<file path="src/rtl/ccd_htg_pkg.sv">
package ccd_htg_pkg;

  typedef enum logic [1:0] {
    REG_DUMMY = 2'd0,
    REG_FOB   = 2'd1,
    REG_EFF   = 2'd2,
    REG_TAIL  = 2'd3
  } region_e;

  typedef enum logic {
    RATE_FULL = 1'b0,
    RATE_FAST = 1'b1
  } rate_e;

  typedef struct packed {
    logic    h1;
    logic    rg;
    logic    shp;
    logic    shd;
    region_e region;
  } htg_out_t;

  localparam htg_out_t HTG_IDLE = '{h1: 1'b0, rg: 1'b0, shp: 1'b0, shd: 1'b0, region: REG_TAIL};

endpackage

</file>
<file path="src/rtl/ccd_htg_seq.sv">
module ccd_htg_seq
  import ccd_htg_pkg::*;
#(
  parameter int SUB_PER_PIX = 4,
  parameter int LEN_FULL    = 2760,
  parameter int LEN_FAST    = 3004,
  parameter int PIX_W       = 12,
  parameter int SUB_W       = 2
) (
  input  logic             clk,
  input  logic             rst,
  input  logic             line_start,
  input  rate_e            rate_in,
  output logic             run,
  output logic [PIX_W-1:0] pix,
  output logic [SUB_W-1:0] sub
);

  localparam logic [PIX_W-1:0] LAST_FULL = PIX_W'(LEN_FULL - 1);
  localparam logic [PIX_W-1:0] LAST_FAST = PIX_W'(LEN_FAST - 1);
  localparam logic [SUB_W-1:0] LAST_SUB  = SUB_W'(SUB_PER_PIX - 1);

  rate_e            rate_q;
  logic [PIX_W-1:0] last_pix;
  logic             at_last_sub;
  logic             at_last_pix;

  assign last_pix    = (rate_q == RATE_FAST) ? LAST_FAST : LAST_FULL;
  assign at_last_sub = (sub == LAST_SUB);
  assign at_last_pix = (pix == last_pix);

  // Sub-phase counter: power-of-two periods wrap naturally, others compare.
  if (SUB_PER_PIX == (1 << SUB_W)) begin : g_sub_pow2
    always_ff @(posedge clk) begin
      if (rst || line_start) sub <= '0;
      else if (run)          sub <= sub + 1'b1;
    end
  end else begin : g_sub_cmp
    always_ff @(posedge clk) begin
      if (rst || line_start) sub <= '0;
      else if (run)          sub <= at_last_sub ? '0 : sub + 1'b1;
    end
  end

  // Pixel counter, run flag and rate latch (rate only taken at a line edge).
  always_ff @(posedge clk) begin
    if (rst) begin
      run    <= 1'b0;
      pix    <= '0;
      rate_q <= RATE_FULL;
    end else if (line_start) begin
      run    <= 1'b1;
      pix    <= '0;
      rate_q <= rate_in;
    end else if (run && at_last_sub) begin
      if (at_last_pix) begin
        pix    <= '0;
        rate_q <= rate_in;
      end else begin
        pix    <= pix + 1'b1;
      end
    end
  end

endmodule

</file>
<file path="src/rtl/ccd_htg_zone.sv">
module ccd_htg_zone
  import ccd_htg_pkg::*;
#(
  parameter int OUT_START = 96,
  parameter int N_DUMMY   = 28,
  parameter int N_FOB     = 4,
  parameter int N_EFF     = 2088,
  parameter int N_ROB     = 48,
  parameter int PIX_W     = 12
) (
  input  logic [PIX_W-1:0] pix,
  output region_e          region,
  output logic             in_window
);

  localparam int unsigned B_DUMMY = OUT_START;
  localparam int unsigned B_FOB   = B_DUMMY + N_DUMMY;
  localparam int unsigned B_EFF   = B_FOB + N_FOB;
  localparam int unsigned B_ROB   = B_EFF + N_EFF;
  localparam int unsigned B_END   = B_ROB + N_ROB;

  int unsigned p;
  assign p = 32'(pix);

  always_comb begin
    in_window = (p >= B_DUMMY) && (p < B_END);
    if (!in_window)    region = REG_TAIL;
    else if (p < B_FOB) region = REG_DUMMY;
    else if (p < B_EFF) region = REG_FOB;
    else if (p < B_ROB) region = REG_EFF;
    else                region = REG_TAIL;
  end

endmodule

</file>
<file path="src/rtl/ccd_htg_phase.sv">
module ccd_htg_phase #(
  parameter int SUB_PER_PIX = 4,
  parameter int SUB_W       = 2
) (
  input  logic [SUB_W-1:0] sub,
  output logic             h1,
  output logic             rg,
  output logic             ref_slot,
  output logic             dat_slot
);

  localparam logic [SUB_W-1:0] HALF     = SUB_W'(SUB_PER_PIX / 2);
  localparam logic [SUB_W-1:0] SLOT_REF = SUB_W'(1);
  localparam logic [SUB_W-1:0] SLOT_DAT = SUB_W'(SUB_PER_PIX - 1);

  assign h1       = (sub < HALF);
  assign rg       = (sub == '0);
  assign ref_slot = (sub == SLOT_REF);
  assign dat_slot = (sub == SLOT_DAT);

endmodule

</file>
<file path="src/rtl/ccd_htg.sv">
module ccd_htg
  import ccd_htg_pkg::*;
#(
  parameter int SUB_PER_PIX = 4,
  parameter int LEN_FULL    = 2760,
  parameter int LEN_FAST    = 3004,
  parameter int OUT_START   = 96,
  parameter int N_DUMMY     = 28,
  parameter int N_FOB       = 4,
  parameter int N_EFF       = 2088,
  parameter int N_ROB       = 48
) (
  input  logic       clk,
  input  logic       rst,
  input  logic       line_start,
  input  logic       rate_sel,
  output logic       h1,
  output logic       h2,
  output logic       rg,
  output logic       shp,
  output logic       shd,
  output logic [1:0] region
);

  localparam int LEN_MAX = (LEN_FAST > LEN_FULL) ? LEN_FAST : LEN_FULL;
  localparam int PIX_W   = $clog2(LEN_MAX);
  localparam int SUB_W   = (SUB_PER_PIX > 2) ? $clog2(SUB_PER_PIX) : 1;

  logic             run;
  logic [PIX_W-1:0] pix;
  logic [SUB_W-1:0] sub;
  region_e          zone;
  logic             in_window;
  logic             ph_h1, ph_rg, ph_ref, ph_dat;
  htg_out_t         nxt, out_q;

  ccd_htg_seq #(
    .SUB_PER_PIX(SUB_PER_PIX), .LEN_FULL(LEN_FULL), .LEN_FAST(LEN_FAST),
    .PIX_W(PIX_W), .SUB_W(SUB_W)
  ) u_seq (
    .clk(clk), .rst(rst), .line_start(line_start), .rate_in(rate_e'(rate_sel)),
    .run(run), .pix(pix), .sub(sub)
  );

  ccd_htg_zone #(
    .OUT_START(OUT_START), .N_DUMMY(N_DUMMY), .N_FOB(N_FOB),
    .N_EFF(N_EFF), .N_ROB(N_ROB), .PIX_W(PIX_W)
  ) u_zone (
    .pix(pix), .region(zone), .in_window(in_window)
  );

  ccd_htg_phase #(.SUB_PER_PIX(SUB_PER_PIX), .SUB_W(SUB_W)) u_phase (
    .sub(sub), .h1(ph_h1), .rg(ph_rg), .ref_slot(ph_ref), .dat_slot(ph_dat)
  );

  always_comb begin
    nxt.h1     = ph_h1;
    nxt.rg     = ph_rg;
    nxt.shp    = ph_ref && in_window;
    nxt.shd    = ph_dat && in_window;
    nxt.region = zone;
  end

  always_ff @(posedge clk) begin
    if (rst || !run) out_q <= HTG_IDLE;
    else             out_q <= nxt;
  end

  assign h1     = out_q.h1;
  assign h2     = ~out_q.h1;
  assign rg     = out_q.rg;
  assign shp    = out_q.shp;
  assign shd    = out_q.shd;
  assign region = out_q.region;

endmodule

</file>
<file path="config.mk">
export PLATFORM = sky130hd
export DESIGN_NAME = ccd_htg
export DESIGN_NICKNAME = d
export VERILOG_FILES = /design/src/rtl/ccd_htg_pkg.sv /design/src/rtl/ccd_htg_seq.sv /design/src/rtl/ccd_htg_zone.sv /design/src/rtl/ccd_htg_phase.sv /design/src/rtl/ccd_htg.sv
export SDC_FILE = /design/constraint.sdc
export NUM_CORES = 1
export LEC_CHECK = 0
export BUFFER_PORTS_ARGS = -buffer_cell sky130_fd_sc_hd__buf_2
export CORE_AREA = 3 3 51 53
export CTS_CLUSTER_DIAMETER = 200
export CTS_CLUSTER_SIZE = 16
export DETAILED_ROUTE_END_ITERATION = 7
export DIE_AREA = 0 0 54 56
export HOLD_SLACK_MARGIN = 0.06
export PLACE_DENSITY = 0.7
export SYNTH_ARGS = -nofsm -noshare
export SYNTH_HDL_FRONTEND = slang
export SYNTH_SLANG_ARGS = --single-unit
</file>
<file path="constraint.sdc">
create_clock -name clk -period 1.75 [get_ports clk]
set_input_delay 0.0875 -clock clk [delete_from_list [all_inputs] [get_ports clk]]
set_output_delay 0.0875 -clock clk [all_outputs]
set_load 0.02 [all_outputs]
</file>
# Word-level counts from Yosys, hierarchy flattened
# Index checks and enable logic that the tools add are counted.
[classes]
n_lt_le_gt_ge = 6
muxes = 8
addsub = 2
n_reduce_logical = 13
n_eq_ne = 3
bitwise = 2
[op_table]
columns = ["operator", "count"]
rows = [
  ["$lt A12 B12 Y1 const B", 2],
  ["$add A12 B1 Y12 const B", 1],
  ["$eq A12 B12 Y1", 1],
  ["$ge A12 B7 Y1 const B", 1],
  ["$lt A12 B7 Y1 const B", 1],
  ["$lt A12 B8 Y1 const B", 1],
  ["$mux W12", 1],
  ["$mux W9", 1],
  ["$logic_and A1 B1 Y1", 4],
  ["$mux W1", 4],
  ["$mux W2", 2],
  ["$reduce_bool A2 Y1", 2],
  ["$reduce_or A2 Y1", 2],
  ["$add A2 B1 Y2 const B", 1],
  ["$eq A2 B1 Y1 const B", 1],
  ["$eq A2 B2 Y1 const B", 1],
  ["$logic_not A2 Y1", 1],
  ["$logic_or A1 B1 Y1", 2],
  ["$lt A2 B2 Y1 const B", 1],
  ["$not A1 Y1", 2],
  ["$reduce_and A2 Y1", 1],
  ["$logic_not A1 Y1", 1],
]
[totals]
regBits = 22
elab_cells = 43
output_inout_bits = 7

# Depth between registers and ports, before layout
# Gate-level depths: netlist (run 1).
[logic_depth]
word_depth = 5
ltp_mapped = 6
mapped_depth_nobuf = 5

# By module
# A second synthesis (run 1) with hierarchy kept.
[unflattened]
hier_cells = 118
hier_area_um2 = 1053.5
[by_module_without_submodules]
columns = ["mod", "n_inst", "cells_each", "area_each_um2"]
rows = [
  ["ccd_htg_seq", 1, 85, 760.7],
  ["ccd_htg", 1, 13, 183.9],
  ["ccd_htg_zone", 1, 16, 88.8],
  ["ccd_htg_phase", 1, 4, 20.0],
]

# Worst setup path before layout (run 1)
# OpenSTA, ideal clock, no wires.
[synth_timing]
path_type = "reg2reg"
from = "register u_seq.pix[3]"
to = "register u_seq.pix[10]"
n_path_buf = 2
arrival_ns = 1.620
path_slack_ns = -0.002
synth_period_minus_slack_ns = 1.752
stages_incl_launch_ff = 7
setup_ns = 0.132
required_time_ns = 1.618
cell_sequence = "dfxtp_1 -> buf_6 -> or3_1 -> or4_4 -> a21oi_2 -> buf_2 -> nor3_1"
[synth_via]
elab_chain_cells = 2
word_cells_on_any_way = 3
classes_between = "1 x add/sub; 1 x eq/ne; 1 x mux"
[synth_rtl]
columns = ["element", "line_no", "rtl"]
rows = [
  ["from (decl)", "ccd_htg_seq.sv:15", "output logic [PIX_W-1:0] pix,"],
  ["from (signal assigned)", "ccd_htg_seq.sv:60", "pix <= pix + 1'b1;"],
  ["$add A12 B1 Y12 / $eq A12 B12 Y1 (equally long branches)", "ccd_htg_seq.sv:60, ccd_htg_seq.sv:30", ""],
  ["$mux W12 *", "ccd_htg_seq.sv:56", "if (at_last_pix) begin"],
]
# Mark *: on every way between the ends. The rest lies on a longest branch, timed or not.
# A chain may end at the register's enable or synchronous reset.

# Worst setup path in the final report (run 1)
[layout_timing]
from = "register u_seq.pix[3]"
to = "register u_seq.rate_q"
[layout_via]
elab_chain_cells = 3
[layout_rtl]
columns = ["element", "line_no", "rtl"]
rows = [
  ["$eq A12 B12 Y1", "ccd_htg_seq.sv:30", "assign at_last_pix = (pix == last_pix);"],
  ["$reduce_bool A2 Y1 (no line)", "-", ""],
  ["$reduce_and A2 Y1 (no line)", "-", ""],
  ["to (signal assigned)", "ccd_htg_seq.sv:54", "rate_q <= rate_in;"],
  ["to (signal assigned)", "ccd_htg_seq.sv:58", "rate_q <= rate_in;"],
  ["to (decl)", "ccd_htg_seq.sv:23", "rate_e rate_q;"],
]
# Every way passes these cells.

==> results_dict.tcl, run 1 <==
set metrics [dict create \
    status "completed" \
    synth_top_area_share_pct 40.0 \
    num_antenna_cells 0 \
    synth_cell_types 33 \
    fp-row-count 17 \
    holdCritPathClass "input port to register" \
    finalNetCount 155 \
    cap_violations 0 \
    syn_to_final_growth_pct 17.5 \
    drv_slew 0 \
    synth_mux_area_share_pct 1.82 \
    gp_congestion 0.793 \
    synthAdderAreaFrac_pct 5.69 \
    drcViolationCount 0 \
    top_usage_layer "met2" \
    arrival_ns 1.90 \
    die_h_um 56 \
    required_ns 1.97 \
    min_period_over_period_pct 95.7 \
    synth_nets 136 \
    cts_sinks 22 \
    place_inst 167 \
    pin_count 11 \
    tightestPinTransition_ns 0.304 \
    synth_top_family_by_area "simple AND/OR/NAND/NOR gates" \
    initial_core_util_pct 50.2 \
    synth_compound_area_share_pct 6.94 \
    slew_headroom_pct 79.7 \
    end_kind "register" \
    stdcell_count 172 \
    drive_gt1_share_pct 23.6 \
    grt_pass1_wl_um 3770 \
    core-area_sq_um 2190 \
    grtUsageMet2_pct 25.8 \
    die_area_sq_um 3020 \
    r2r_slack_ns 0.07 \
    clockBufferDepth 2 \
    clkTransAtPathRegs_ns 0.11 \
    async_reset_ff_share_pct 0 \
    grt_overflow 0 \
    clk_latency_ns 0.30 \
    num_vias 922 \
    crit_path_max_incr_delay_ns 0.44 \
    yosys.area_share.simple_pct 29.4 \
    clockRootBuffer "clkbuf_4" \
    fin_skew_ns 0.00300 \
    worst_slack_ns 0.0750 \
    synth_xor_area_share_pct 9.56 \
    cts_tree "yes" \
    synth_top_area_cell "dfxtp_1" \
    antenna_found_initial 0 \
    track_usage_pct 16.4 \
    hold_viol 0 \
    p_leak_nw 0.485 \
    grt_max_degree 15 \
    reg2reg_to "u_seq.rate_q" \
    crit_path_start "u_seq.pix[3]" \
    syn_area_sq_um 1100 \
    grt_pass1_vias 839 \
    syn_area_per_cell_sq_um 8.66 \
    tns_ns 0 \
    fmax_ghz 0.597 \
    regToRegStartpoint "u_seq.pix[3]" \
    synth_warnings 0 \
    yosysSeqAreaShare_pct 40.0 \
    first_pass_iters 4 \
    cts_buffers 3 \
    ant_nets 0 \
    ys_ff_latch 22 \
    cp-endpoint "u_seq.rate_q" \
    crit_fanout 3 \
    ir_worst_vdd_v 0.000592 \
    syn_inst 127 \
    htreeDepth 1 \
    rr_worst_depth 4 \
    worst-setup-path-type "register to register" \
    synth_commonest_cells "dfxtp_1, nor3_1, nand2_1" \
    drt_iter0_drc 18 \
    place_ws_ns 0.0578 \
    ys_top_cells_by_area "dfxtp_1, nor3_1, ha_1" \
    rsz0062_at_grt "false" \
    cp_slowest_cell "or4_4" \
    hpwl_um 1630 \
    grt_use_met1_pct 21.5 \
    p_per_area_nw_per_um2 602 \
    period_needed_ns 1.68 \
    die-width_um 54 \
    synth_most_common_cell "dfxtp_1" \
    port_buffers 10 \
    setup_violations 0 \
    via_per_inst 5.36 \
    cp-start-kind "register" \
    met3_usage_pct 4.83 \
    synth_edf_count 0 \
    cp_cell_sequence "or3_1, or4_4, a2111o_1, o2111ai_1" \
    wl_um 2210 \
    wl_per_cell_um 12.9 \
    synth_ff_type "dfxtp_1" \
]
-- report_power, final --
group          total [mW]  internal (mW)  leakage, nW  switching (mW)
sequential          0.513          0.508        0.179         0.00420
clock               0.217         0.0801       0.0138           0.137
combinational      0.0486         0.0214        0.291          0.0273
-- kinds of logic (layout without fill, tap and decap cells) --
logic type / count (synthesis) / after routing
xor+xnor: 12 / 12
fa+ha+maj: 5 / 5
buf+inv: 16 / 33
flops: 22 / 22
mux: 2 / 2
compound gates: 11 / 11
simple gates: 59 / 59
-- cells in the final DEF, fill, tap and decap left out, types with 3 or more instances in the layout --
| master | synthesis | final |
|---|---|---|
| o21ai_0 | 3 | 3 |
| and4_1 | 3 | 3 |
| nand3_1 | 5 | 5 |
| nand3b_1 | 3 | 3 |
| xor2_1 | 5 | 5 |
| clkbuf_4 | 0 | 3 |
| dfxtp_1 | 22 | 20 |
| nor2_1 | 8 | 8 |
| nand2_1 | 9 | 9 |
| ha_1 | 5 | 4 |
| buf_2 | 4 | 10 |
| buf_4 | 0 | 11 |
| inv_1 | 7 | 7 |
| xnor2_1 | 7 | 7 |
| nor3_1 | 15 | 15 |
-- how the worst min path moves through the flow --
stage                  start           end  slack, ns  cells after the start
floorplan                rst     u_seq.run       0.16                      1
global placement         rst     u_seq.run       0.31                      2
detailed placement       rst     u_seq.run       0.32                      2
CTS                 rate_sel  u_seq.rate_q       0.09                      3
global route        rate_sel  u_seq.rate_q        0.1                      3
finish              rate_sel  u_seq.rate_q       0.09                      3
-- through the flow --
stage          hold WS [ns]  utilization, %  instance area [sq um]  power, mW
2_1_floorplan         0.160               -                   1100      0.552
3_5_place_dp          0.321            55.7                   1220      0.568
4_1_cts              0.0919            57.7                   1260      0.785
6_report             0.0928            59.0                   1290      0.779
3_3_place_gp          0.312            55.7                   1220      0.567
5_1_grt              0.0998            59.0                   1290      0.812
-- critical path: cells and delay by family, from the launching register on --
kind,cells,cell delay (ns)
simple gates,2,0.79
flops,1,0.33
compound gates,2,0.48
-- metal layers --
metal / part of all wire [%] / up-vias
met5: 0 / -
met4: 1.3 / 0
met3: 3.5 / 4
met2: 49 / 15
met1: 46 / 425
li1: - / 478
-- final cells by class --
| type | count | area (sq um) |
|---|---|---|
| inverters | 7 | 26.3 |
| repair buffers | 23 | 153 |
| clock buffers | 3 | 22.5 |
| well taps | 28 | 35.0 |
| fillers | 205 | 898 |
| multi-input cells | 89 | 613 |
| flip-flops and latches | 22 | 443 |
-- state kept, by name, summed over array words and instances (netlist names) --
signal / flops
h1: 1
region: 2
rg: 1
shd: 1
shp: 1
u_seq.pix: 12
u_seq.rate_q: 1
u_seq.run: 1
u_seq.sub: 2
-- timing repair --
action / 4_1_cts / 5_1_grt
setup buffers: 0 / 0
setup endpoints to repair: 0 / 14
hold endpoints to repair: 1 / 0
resized for setup: 0 / 7
hold buffers: 2 / 0
No activity file was read; power rests on OpenSTA's default activity.
==> run 2, diff against run 1 <==
==> constraint.sdc (replaced) <==
create_clock -name clk -period 1.4 [get_ports clk]
set_input_delay 0.07 -clock clk [delete_from_list [all_inputs] [get_ports clk]]
set_output_delay 0.07 -clock clk [all_outputs]
set_load 0.02 [all_outputs]
==> results_dict.tcl, run 2 (synthesized netlist as in run 1, its figures left out) <==
set metrics [dict create \
    wl_per_cell_um 13.8 \
    worst_slack_ns -0.264 \
    hpwl_um 1810 \
    tightestPinTransition_ns 0.308 \
    grt_overflow 0 \
    cts_buffers 3 \
    stdcell_count 187 \
    clockRootBuffer "clkbuf_4" \
    ir_worst_vdd_v 0.000840 \
    drcViolationCount 0 \
    drv_slew 0 \
    port_buffers 10 \
    clk_latency_ns 0.32 \
    largest_register_ffs 12 \
    grt_pass1_wl_um 4260 \
    final_area_sq_um 1480 \
    p_int_mw 0.956 \
    cp-start-kind "register" \
    pwr-share-seq_pct 53.8 \
    critPathTopFamily "simple AND/OR/NAND/NOR gates" \
    rsz0062_at_grt "true" \
    setup_violations 17 \
    holdCritPathClass "input port to register" \
    worst-setup-path-type "register to register" \
    end_kind "register" \
    met1_length_um 1080 \
    finalNetCount 169 \
    cp_cell_sequence "or3_1, or4_4, a2111o_1, o2111ai_1" \
    grt_pass1_vias 976 \
    postLayoutCoreUtil_pct 67.4 \
    fp-row-count 17 \
    fmax_ghz 0.601 \
    drive_gt1_share_pct 32.1 \
    violations "setup timing" \
    num_antenna_cells 0 \
    required_ns 1.65 \
    final_cell_mix "buf_4, dfxtp_1, nor3_1, buf_2, nand2_1" \
    cts_tree "yes" \
    cap_violations 0 \
    place_inst 179 \
    p_leak_nw 0.576 \
    clockBufferDepth 2 \
    min_period_over_period_pct 119 \
    track_usage_pct 18.6 \
    detailed_place.area_sq_um 1320 \
    switchingPower_mw 0.235 \
    first_pass_iters 6 \
    ant_nets 0 \
    p_per_area_nw_per_um2 807 \
    whs_ns 0.153 \
    clkTransAtPathRegs_ns 0.13 \
    postCtsSetupRepairBufs 0 \
    gp_congestion 0.894 \
    via_per_inst 5.37 \
    top_layer_used "met4" \
    core-area_sq_um 2190 \
    die_h_um 56 \
    switching_share_pct 19.7 \
    grt_max_degree 15 \
    crit_fanout 3 \
    met2_wirelength_um 1330 \
    critPathBufInv 0 \
    cts_sinks 22 \
    syn_to_final_growth_pct 34.2 \
    cp_slowest_cell "or4_4" \
    pin_count 11 \
    hold_viol 0 \
    initial_core_util_pct 50.2 \
    period_needed_ns 1.66 \
    htreeDepth 1 \
    die-width_um 54 \
    crit_path_max_incr_delay_ns 0.46 \
    wl_um 2580 \
    antenna_found_initial 0 \
    power_frac_clock_pct 40.6 \
    slew_headroom_pct 79.3 \
    fin_skew_ns 0.0199 \
    final_common_cell "buf_4" \
    dr_wl_met3_um 137 \
    arrival_ns 1.91 \
    power_frac_comb_pct 5.6 \
    largest_register "u_seq.pix" \
    num_vias 1005 \
    drt_iter0_drc 25 \
    status "finished, violations left" \
    die_area_sq_um 3020 \
]
[run 2: cell types whose count changed in the layout (fill, tap and decap cells not counted), sizes merged]
cell | before | now
dlygate4sd3 | 2 | 4
buf | 21 | 33
bufinv | 0 | 1
[run 2: worst register-to-register path: stages (launching register included)]
cell and delay (ns):
dfxtp_1 0.33, or3_1 0.36, or4_4 0.46, a2111o_1 0.38, o2111ai_1 0.07
[run 2: per-layer routing]
metal,up-vias,global-route usage (%)
met2,34,29.4
met4,0,6.41
met1,467,25.2
met3,4,2.41
li1,500,-
met5,-,0
[run 2: path summary, 6_finish.rpt]
check / startpoint / cells after the start / slack (ns) / endpoint
worst max-delay path: u_seq.pix[3] / 4 / -0.26 / u_seq.rate_q
worst min-delay path: line_start / 4 / 0.15 / u_seq.rate_q
worst max register to register: u_seq.pix[3] / 4 / -0.26 / u_seq.rate_q
worst min register to register: u_seq.sub[1] / 2 / 0.55 / h1
[run 2: final cells by class]
cell class	count	area, sq um
fill	174	714
multi-input combinational	89	644
sequential	22	443
timing repair buffer	37	275
tap	28	35.0
clock inverter	1	30.0
inverter	7	26.3
clock buffer	3	22.5
[run 2: timing repair]
action                                 4_1_cts  5_1_grt
cloned                                       0        0
gates resized for setup                      4        8
endpoints found under the hold margin        2        0
setup endpoints to repair                   17       17
pin swaps                                    0        2
hold buffers                                 4        0
[run 2: through the flow]
step / TNS (ns) / setup WS, ns / power (mW)
2_1_floorplan: -3.72 / -0.309 / 0.689
3_3_place_gp: -2.82 / -0.210 / 0.709
3_5_place_dp: -3.13 / -0.223 / 0.711
4_1_cts: -3.36 / -0.261 / 1.20
5_1_grt: -4.25 / -0.313 / 1.25
6_report: -3.05 / -0.264 / 1.19
[run 2: power by group through the flow]
stage | Clock [mW] | Sequential, mW | Combinational [mW]
after floorplan | 0 | 0.658 | 0.0313
after global placement | 0 | 0.654 | 0.0545
after detailed placement | 0 | 0.655 | 0.0562
after CTS | 0.497 | 0.641 | 0.0657
after global routing | 0.535 | 0.642 | 0.0750
final | 0.483 | 0.641 | 0.0670
